===== src/rtl/wdt_lockable.sv =====
module wdt_lockable #(
  parameter int          CNT_W  = 24,
  parameter int          PRE_W  = 2,
  parameter int          TC_MIN = 255,
  parameter logic [7:0]  KEY_A  = 8'hAA,
  parameter logic [7:0]  KEY_B  = 8'h55
) (
  input  logic             clk,
  input  logic             rst_n,
  input  logic             wd_tick,
  input  logic             dbg_halt,
  input  logic             bus_wr,
  input  logic             bus_rd,
  input  logic [1:0]       bus_addr,
  input  logic [CNT_W-1:0] bus_wdata,
  output logic [CNT_W-1:0] bus_rdata,
  output logic             wdt_reset_req,
  output logic             wdt_irq,
  output logic             wdt_flag
);

  localparam logic [1:0]       A_MODE = 2'd0;
  localparam logic [1:0]       A_TC   = 2'd1;
  localparam logic [1:0]       A_FEED = 2'd2;
  localparam logic [1:0]       A_CNT  = 2'd3;
  localparam logic [CNT_W-1:0] FLOOR  = CNT_W'(TC_MIN);

  logic             en_q, rmode_q, flag_q, armed_q, run_q, rreq_q;
  logic [CNT_W-1:0] tc_q, cnt_q;
  logic [PRE_W-1:0] pre_q;

  wire access  = bus_wr | bus_rd;
  wire feed_wr = bus_wr && (bus_addr == A_FEED);
  wire mode_wr = bus_wr && (bus_addr == A_MODE);
  wire tc_wr   = bus_wr && (bus_addr == A_TC);
  wire key_a   = bus_wdata[7:0] == KEY_A;
  wire key_b   = bus_wdata[7:0] == KEY_B;

  wire good    = armed_q && feed_wr && key_b;
  wire bad     = armed_q ? (access && !good) : (feed_wr && !key_a);
  wire active  = en_q && run_q;
  wire step    = active && wd_tick && !dbg_halt;
  wire expire  = step && (&pre_q) && (cnt_q == '0) && !good;
  wire wd_evt  = active && (bad || expire);

  always_ff @(posedge clk or negedge rst_n) begin
    if (!rst_n) begin
      armed_q <= 1'b0;
    end else if (armed_q) begin
      armed_q <= !access;
    end else begin
      armed_q <= feed_wr && key_a;
    end
  end

  always_ff @(posedge clk or negedge rst_n) begin
    if (!rst_n) begin
      tc_q <= FLOOR;
    end else if (tc_wr) begin
      tc_q <= (bus_wdata < FLOOR) ? FLOOR : bus_wdata;
    end
  end

  always_ff @(posedge clk or negedge rst_n) begin
    if (!rst_n) begin
      cnt_q <= FLOOR;
      pre_q <= '0;
    end else if (good) begin
      cnt_q <= tc_q;
      pre_q <= '0;
    end else if (step) begin
      pre_q <= pre_q + 1'b1;
      if ((&pre_q) && (cnt_q != '0)) cnt_q <= cnt_q - 1'b1;
    end
  end

  always_ff @(posedge clk or negedge rst_n) begin
    if (!rst_n) begin
      en_q    <= 1'b0;
      rmode_q <= 1'b0;
      flag_q  <= 1'b0;
      run_q   <= 1'b0;
      rreq_q  <= 1'b0;
    end else begin
      rreq_q <= wd_evt && rmode_q;
      if (mode_wr) rmode_q <= bus_wdata[1];
      if (wd_evt) begin
        en_q   <= 1'b0;
        run_q  <= 1'b0;
        flag_q <= 1'b1;
      end else begin
        if (mode_wr && bus_wdata[0]) en_q <= 1'b1;
        if (mode_wr && !bus_wdata[2]) flag_q <= 1'b0;
        if (good && en_q) run_q <= 1'b1;
      end
    end
  end

  always_comb begin
    case (bus_addr)
      A_MODE:  bus_rdata = CNT_W'({flag_q, rmode_q, en_q});
      A_TC:    bus_rdata = tc_q;
      A_CNT:   bus_rdata = cnt_q;
      default: bus_rdata = '0;
    endcase
  end

  assign wdt_reset_req = rreq_q;
  assign wdt_flag      = flag_q;
  assign wdt_irq       = flag_q && !rmode_q;

  AST_TC_FLOOR: assert property (@(posedge clk) disable iff (!rst_n)
    tc_q >= FLOOR);
  AST_EN_LOCKED: assert property (@(posedge clk) disable iff (!rst_n)
    $fell(en_q) |-> flag_q);
  AST_IDLE_UNTIL_FED: assert property (@(posedge clk) disable iff (!rst_n)
    (!run_q && !feed_wr) |=> $stable(cnt_q));
  AST_RREQ_FLAGGED: assert property (@(posedge clk) disable iff (!rst_n)
    rreq_q |-> flag_q);
  AST_RREQ_PULSE: assert property (@(posedge clk) disable iff (!rst_n)
    rreq_q |=> !rreq_q);
  AST_IRQ_FLAGGED: assert property (@(posedge clk) disable iff (!rst_n)
    wdt_irq |-> flag_q);
  AST_FLAG_STICKY: assert property (@(posedge clk) disable iff (!rst_n)
    $fell(flag_q) |-> $past(mode_wr && !bus_wdata[2]));
  AST_HALT_FREEZE: assert property (@(posedge clk) disable iff (!rst_n)
    (dbg_halt && !access) |=> ($stable(cnt_q) && $stable(pre_q)));

endmodule


===== config.mk =====
export PLATFORM = sky130hd
export DESIGN_NAME = wdt_lockable
export DESIGN_NICKNAME = d
export VERILOG_FILES = /design/src/rtl/wdt_lockable.sv
export SDC_FILE = /design/constraint.sdc
export NUM_CORES = 1
export LEC_CHECK = 0
export BUFFER_PORTS_ARGS = -buffer_cell sky130_fd_sc_hd__buf_4
export CAP_MARGIN = 40
export CORE_MARGIN = 2
export CORE_UTILIZATION = 51
export DETAILED_ROUTE_END_ITERATION = 8
export PLACE_DENSITY = 0.89
export SYNTH_ARGS = -nofsm -noshare
export SYNTH_HDL_FRONTEND = slang
export SYNTH_SLANG_ARGS = --single-unit

===== constraint.sdc =====
create_clock -name clk -period 2.3 [get_ports clk]
set_input_delay 0.115 -clock clk [delete_from_list [all_inputs] [get_ports clk]]
set_output_delay 0.115 -clock clk [all_outputs]
set_load 0.005 [all_outputs]

After elaboration in Yosys (flattened, before gate mapping). Cells that the tools add are included.

Input bits: 32. Flip-flop bits (word level): 56. Output and inout bits: 27. Word-level logic and storage cells: 71.

Magnitude comparators: 1. Multiplexer cells: 15. $add $sub $neg: 2. Reduce and logical (&&, ||, !) cells: 38. Equality and inequality tests: 5. Bitwise gates (word level): 1.

Operator list (count): $mux 24 (4); $pmux 24 s3 (1); $logic_not 24->1 (1); $lt 24x8->1 const B (1); $reduce_bool 24->1 (1); $sub 24x1->24 const B (1); $logic_and 1x1->1 (21); $reduce_bool 2->1 (5); $eq 8x7->1 const B (1); $eq 8x8->1 const B (1); $mux 1 (8); $logic_not 1->1 (6); $eq 2x2->1 const B (2); $mux 2 (2); $reduce_and 2->1 (2); $add 2x1->2 const B (1); $eq 2x1->1 const B (1); $logic_not 2->1 (1); $logic_or 1x1->1 (1); $or 1x1->1 (1).

Depth between registers and ports, before layout. Gate-level depths: netlist of the first run.

Word-level depth: 10. Gate-level depth with buffers: 10. Depth with buffers taken out: 7.

Least setup slack after synthesis of the first run. No wires, ideal clock.

Path type: reg-to-reg. Start point: reg cnt_q[0]. End point: reg cnt_q[9]. Setup slack: 63 ps. Cell stages (with the launch flop): 10. Arrival time: 2155 ps. Library setup time: 82 ps. Cell sequence: dfstp_2 -> inv_1 -> ha_1 -> nor4b_1 -> and4b_1 -> buf_6 -> and2_0 -> buf_4 -> or4_1 -> a31oi_1.

Word-level cells in the longest chain between the ends: 4. Elaborated cells on any way between the ends: 8. Those cells by class: add/sub (1); mux (3); reduce/logical (4).

RTL lines: start, declared (RTL line 29) `logic [CNT_W-1:0] tc_q, cnt_q;`; start signal, assigned (RTL line 69) `cnt_q <= tc_q;`; start signal, assigned (RTL line 73) `if ((&pre_q) && (cnt_q != '0)) cnt_q <= cnt_q - 1'b1;`; $sub 24x1->24 / $reduce_bool 24->1 (equally long branches) (RTL line 73); $mux 24 / $logic_and 1x1->1 (equally long branches) (RTL line 73); $mux 24 / $reduce_bool 2->1 (equally long branches); $mux 24 / $reduce_and 2->1 (equally long branches).

Parallel ways exist; a longest one is shown, timed or not. The select of a mux whose other input is x is not followed. A chain may end at the register's enable or synchronous reset.

Worst setup path in the final report of the first run.
Start point: reg cnt_q[0]. End point: reg cnt_q[10].

The elaborated chain is that of the path after synthesis.

==> results of run 1 <==
## cells in the final DEF, fill, tap and decap left out, drive strengths merged, types with 8 or more instances in the layout
cell type   n
dfstp      16
o22a        8
buf        73
dfrtp      40
nand4       8
a21oi       9
nor2       21
mux2i      25
nand3      17
or4         8
nor4       15
nor2b      22
o21ai      18
xnor2      11
nand2      72
## sequential cells by signal, summed over array words and instances, names as in the netlist
signal	cells
armed_q	1
cnt_q	24
en_q	1
pre_q	2
rmode_q	1
run_q	1
tc_q	24
wdt_flag	1
wdt_reset_req	1
## per-stage QoR
stage | power [W] | cells | area [um2] | hold slack [ns]
6_report | 0.002086 | 512 | 4053 | 0.0004075
5_1_grt | 0.002179 | 512 | 4053 | 0.002131
3_3_place_gp | 0.001448 | 501 | 3909 | 0.2064
3_5_place_dp | 0.001460 | 501 | 3909 | 0.2114
4_1_cts | 0.002088 | 510 | 4026 | 0.002097
2_1_floorplan | 0.001286 | 374 | 3376 | -0.1806
## worst paths after layout
| path | from | end | depth (start not counted) |
|---|---|---|---|
| setup / recovery | cnt_q[0] | cnt_q[10] | 8 |
| hold / removal | bus_wdata[21] | tc_q[21] | 3 |
| setup reg to reg | cnt_q[0] | cnt_q[10] | 8 |
| hold reg to reg | tc_q[0] | cnt_q[0] | 2 |
| max in group asynchronous | rst_n | pre_q[1] | 2 |
| min in group asynchronous | rst_n | run_q | 2 |
## logic make-up after synthesis
group           share of synthesized area [%]
xor+xnor                                2.854
flops                                   42.11
simple gates                            31.10
compound gates                          11.23
fa+ha+maj                               1.112
mux                                     7.746
buf+inv                                 3.855
## per-layer routing
metal | wire length, um | global-route usage [%] | part of all wire [%] | up-vias
met5 | 0 | 0 | 0 | -
met4 | 176 | 7.504 | 2.1 | 0
met3 | 547 | 4.086 | 6.4 | 23
met2 | 4125 | 40.20 | 48 | 128
met1 | 3661 | 32.60 | 43 | 1464
li1 | - | - | - | 1469
## power by group through the flow
stage | sequential, W | clock [W] | combinational (W)
2_1_floorplan | 0.00114 | 0 | 0.000150
3_3_place_gp | 0.00116 | 0 | 0.000285
3_5_place_dp | 0.00117 | 0 | 0.000291
4_1_cts | 0.00115 | 0.000643 | 0.000294
5_1_grt | 0.00116 | 0.000694 | 0.000325
6_report | 0.00115 | 0.000640 | 0.000293
## timing repair
| item | 4_1_cts | 5_1_grt |
|---|---|---|
| resized for setup | 0 | 3 |
| setup buffers | 0 | 1 |
| setup endpoints to repair | 0 | 7 |
| hold buffers | 1 | 1 |
| hold endpoints to repair | 40 | 1 |
## final cells by class
cell class	instances	area, um2	area share [%]
Clock buffer	6	72.57	1.791
Clock inverter	2	35.03	0.8645
Inverter	2	7.507	0.1852
Multi-Input combinational cell	294	1839	45.38
Sequential cell	56	1421	35.07
Tap cell	77	96.34	2.377
Timing Repair Buffer	75	580.6	14.33
## worst max-delay path, cell delays in order (launching register included)
cell and delay (ns):
dfstp_2 0.56, inv_1 0.06, ha_1 0.18, nor4b_2 0.17
and4b_1 0.22, and2_4 0.17, buf_4 0.16, or4_1 0.51
nand3_1 0.11
==> impl_results.md, run 1 <==
- Logic gate share of total power: 14.0%
- Max Cap Viol: 0
- Synthesized instance count: 374
- Reg2reg setup slack: 0.10 ns
- Pint: 0.001555 W
- P per Cell Area: 514.7 nW/um2
- Vias per cell: 6.023
- Worst Skew: 0.008182 ns
- Ports: 59
- TritonRoute pass-1 iters: 5
- Area grow syn2layout: 20.05%
- TritonCTS Buffers: 5
- Die Y: 85.36 um
- Die footprint: 7285 um2
- Final setup fails: 0
- H-tree Lvls: 2
- Detailed Route WL: 8510 um
- CTS root buf: clkbuf_8
- Rel. slew slack: 53.38%
- RSZ-0062 raised after global routing: false
- Clk sink count: 56
- Worst vdd ir: 0.0003978 V
- Tmin final: 2.198 ns
- Worst Tran Pin Value: 0.6994 ns
- Max clock buf depth: 2
- Psw: 0.0005314 W
- Initial antenna violation count: 0
- Ant diodes: 0
- Ys flop type: dfrtp_1
- Fin. max-slew vios: 0
- Setup ws final: 0.1024 ns
- CP arrival: 2.45 ns
- Most frequent cell after synthesis: nand2_1
- Worst Path Required: 2.55 ns
- Clock share of power: 30.7%
- Final Hold Violating Endpoints: 0
- Rows: 29
- Synth top cells by count: nand2_1 (72), dfrtp_1 (40), mux2i_1 (25)
- Capturing element type of the critical path: register
- Setup Crit Path Kind: reg2reg
- First-pass GRT wire length: 14,250 um
- FF+latch count, synth: 56
- CP startpoint kind: register
- Top-area cell type share of the netlist area: 29.65%
- Tcrit/Tclk final: 95.55%
- Nets@finish: 469
- Core Footprint: 6386 um2
- Port bufs: 58
- Leak pwr: 1.821 nW
- Average size of a mapped cell: 9.026 um2
- Switching part of the total: 25.48%
- Remaining antenna violation count: 0
- DR WL/cell: 16.62 um
- Cell taking the most area after synthesis: dfrtp_1
- Utilization after layout: 63.46%
- Synth warn: 0
- DP Worst Slack: 0.04606 ns
- Post-synth EDFFs: 0
- Routability cong.: 0.9665
- HP Class: in2reg
- Largest net degree at the start of global routing: 57
- Max frequency: 455.0 MHz
- Final HPWL DP: 6290 um
- Die W: 85.36 um
- Clk Latency, worst-skew pair: 0.31 ns
- Number of remaining DRC errors: 0
- FFs w/ async S/R, synth: 100.0%
- Leading post-synthesis cells by cell area: dfrtp_1 (30%), dfstp_2 (12%), nand2_1 (8.0%)
- Layout cell share with drive strength beyond 1: 25.06%
- Post-synth cell types: 52
- GRT Util Overall: 24.24%
- Starting DRT DRC Count: 283
- Initial Utilization: 52.86%
- CP max FO: 9
- CTS tree: yes
- Clock slew at reported path FFs: 0.10 ns
- Mapped Area: 3376 um2
- Register share of total power: 55.3%
- Status: finished clean
- Mapped Nets: 409
- Routed via count: 3,084
- Register area share after synthesis: 42.11%
- Number of global-route vias before repair: 3,045
- Gr ovfl total: 0
- Setup tns final: 0 ns
- Layout fillers: 525
No activity file was read; power rests on OpenSTA's default activity.
==> run 2: changes to the inputs <==
--- a/config.mk
+++ b/config.mk
@@ -5,7 +5,7 @@
 export SDC_FILE = /design/constraint.sdc
 export NUM_CORES = 1
 export LEC_CHECK = 0
-export BUFFER_PORTS_ARGS = -buffer_cell sky130_fd_sc_hd__buf_4
+export BUFFER_PORTS_ARGS = -buffer_cell sky130_fd_sc_hd__buf_2
 export CAP_MARGIN = 40
 export CORE_MARGIN = 2
 export CORE_UTILIZATION = 51
==> impl_results.md, run 2 (same netlist as run 1, synthesis figures left out) <==
- Most frequent cells in the layout: nand2_1 (72), buf_2 (58), dfrtp_1 (40)
- CTS root buf: clkbuf_8
- Max frequency: 462.2 MHz
- Die Y: 85.36 um
- Rel. slew slack: 51.83%
- Switching part of the total: 25.69%
- Die footprint: 7285 um2
- Pwr Total: 0.002053 W
- Nets@finish: 473
- Clk sink count: 56
- Core Footprint: 6386 um2
- H-tree Lvls: 2
- TritonCTS Buffers: 5
- Worst vdd ir: 0.0003812 V
- Tmin final: 2.164 ns
- Gr ovfl total: 0
- Number of remaining DRC errors: 0
- Clock slew at reported path FFs: 0.10 ns
- Setup tns final: 0 ns
- Pint: 0.001525 W
- P per Cell Area: 522.0 nW/um2
- Largest net degree at the start of global routing: 57
- Rows: 29
- CP max FO: 7
- Slowest CP cell: dfstp_2
- Number of global-route vias before repair: 2,966
- Max clock buf depth: 2
- Remaining antenna violation count: 0
- Post-placement cell area: 3794 um2
- Worst path cell trace: inv_1, ha_1, nor4b_2, and4b_1, and2_1, buf_4, or4_1, nand3_1
- GRT Util Overall: 24.16%
- CP arrival: 2.42 ns
- Status: finished clean
- Initial antenna violation count: 0
- Area grow syn2layout: 16.49%
- Clock share of power: 31.1%
- CTS tree: yes
- Flip-flop and latch area: 1421 um2
- Final Hold Violating Endpoints: 0
- Clk Latency, worst-skew pair: 0.31 ns
- DR WL/cell: 16.46 um
- Routability cong.: 0.9178
- Register share of total power: 56.1%
- Detailed Route WL: 8493 um
- TritonRoute pass-1 iters: 5
- Slowest Stage Delay on Critical Path: 0.55 ns
- Routed via count: 3,101
- Layout cell share with drive strength beyond 1: 25.74%
- Fin. max-slew vios: 0
- Capturing element type of the critical path: register
- Worst Tran Pin Value: 0.7225 ns
- Regs by FF count: cnt_q (24), tc_q (24), pre_q (2)
- Leak pwr: 1.808 nW
- Layout fillers: 531
- HP Class: in2reg
- Worst Path Required: 2.55 ns
- First-pass GRT wire length: 14,000 um
- Psw: 0.0005273 W
- CP startpoint kind: register
- Initial Utilization: 52.86%
- Ant diodes: 0
- Logic gate share of total power: 12.8%
- Vias per cell: 6.010
- Design Area, Final: 3933 um2
- Starting DRT DRC Count: 301
- Final setup fails: 0
- Tcrit/Tclk final: 94.07%
- Max Cap Viol: 0
- Footprint of the multi-input gates: 1837 um2
- Port bufs: 58
- Commonest non-fill, non-tap cell in the layout: nand2_1
- Setup Crit Path Kind: reg2reg
- Final HPWL DP: 6173 um
- Ports: 59
- Die W: 85.36 um
- RSZ-0062 raised after global routing: false
- Worst Skew: 0.005163 ns
[run 2: path summary, 6_finish.rpt]
| kind | depth (start not counted) | slack (ns) | startpoint | to |
|---|---|---|---|---|
| worst max-delay path | 8 | 0.14 | cnt_q[1] | cnt_q[12] |
| worst min-delay path | 3 | 0.004 | bus_wdata[8] | tc_q[8] |
| worst max register to register | 8 | 0.14 | cnt_q[1] | cnt_q[12] |
| worst min register to register | 2 | 0.51 | tc_q[6] | cnt_q[6] |
| max in group asynchronous | 3 | 1.35 | rst_n | armed_q |
| min in group asynchronous | 3 | 0.47 | rst_n | cnt_q[12] |
[run 2: power groups by stage]
stage / sequential (W) / combinational (W) / clock, W
final: 0.00115 / 0.000262 / 0.000639
after global routing: 0.00116 / 0.000295 / 0.000695
after CTS: 0.00115 / 0.000265 / 0.000649
after detailed placement: 0.00117 / 0.000262 / 0
after global placement: 0.00116 / 0.000255 / 0
after floorplan: 0.00114 / 0.000150 / 0
[run 2: stage by stage]
step | worst slack [ns] | utilization (%) | cells | hold WS, ns
after floorplan | 0.06291 | - | 374 | -0.1806
after detailed placement | 0.1262 | 59.40 | 505 | 0.2947
after global placement | 0.1611 | 59.40 | 505 | 0.2939
after CTS | 0.1040 | 61.25 | 514 | 0.002353
final | 0.1364 | 61.58 | 516 | 0.003655
after global routing | 0.01775 | 61.58 | 516 | 0.008489
[run 2: cell type report]
cell class                 count  area share, %
clock inverter                 2         0.8909
multi-input combinational    294          46.71
tap                           77          2.450
clock buffer                   6          1.845
timing repair buffer          79          11.77
inverter                       2         0.1909
sequential                    56          36.14
[run 2: layer usage]
layer / part of all wire, % / global-route usage (%) / routed length, um / up-vias
met5: 0 / 0 / 0 / -
met4: 1.9 / 8.802 / 165 / 0
met1: 43 / 32.29 / 3614 / 1488
met2: 49 / 39.77 / 4166 / 126
met3: 6.4 / 3.891 / 547 / 14
li1: - / - / - / 1473
[run 2: critical path: cells and delay by family, from the launching register on]
kind | cells | cell delay (ns)
and+or+nand+nor | 5 | 1.15
DFF | 1 | 0.55
adders and majority gates | 1 | 0.18
buffers and inverters | 2 | 0.23
[run 2: what timing repair did]
action,4_1_cts,5_1_grt
hold buffers,1,0
gates resized for setup,0,2
hold endpoints to repair,40,0
buffers inserted,0,2
setup endpoints to repair,0,7
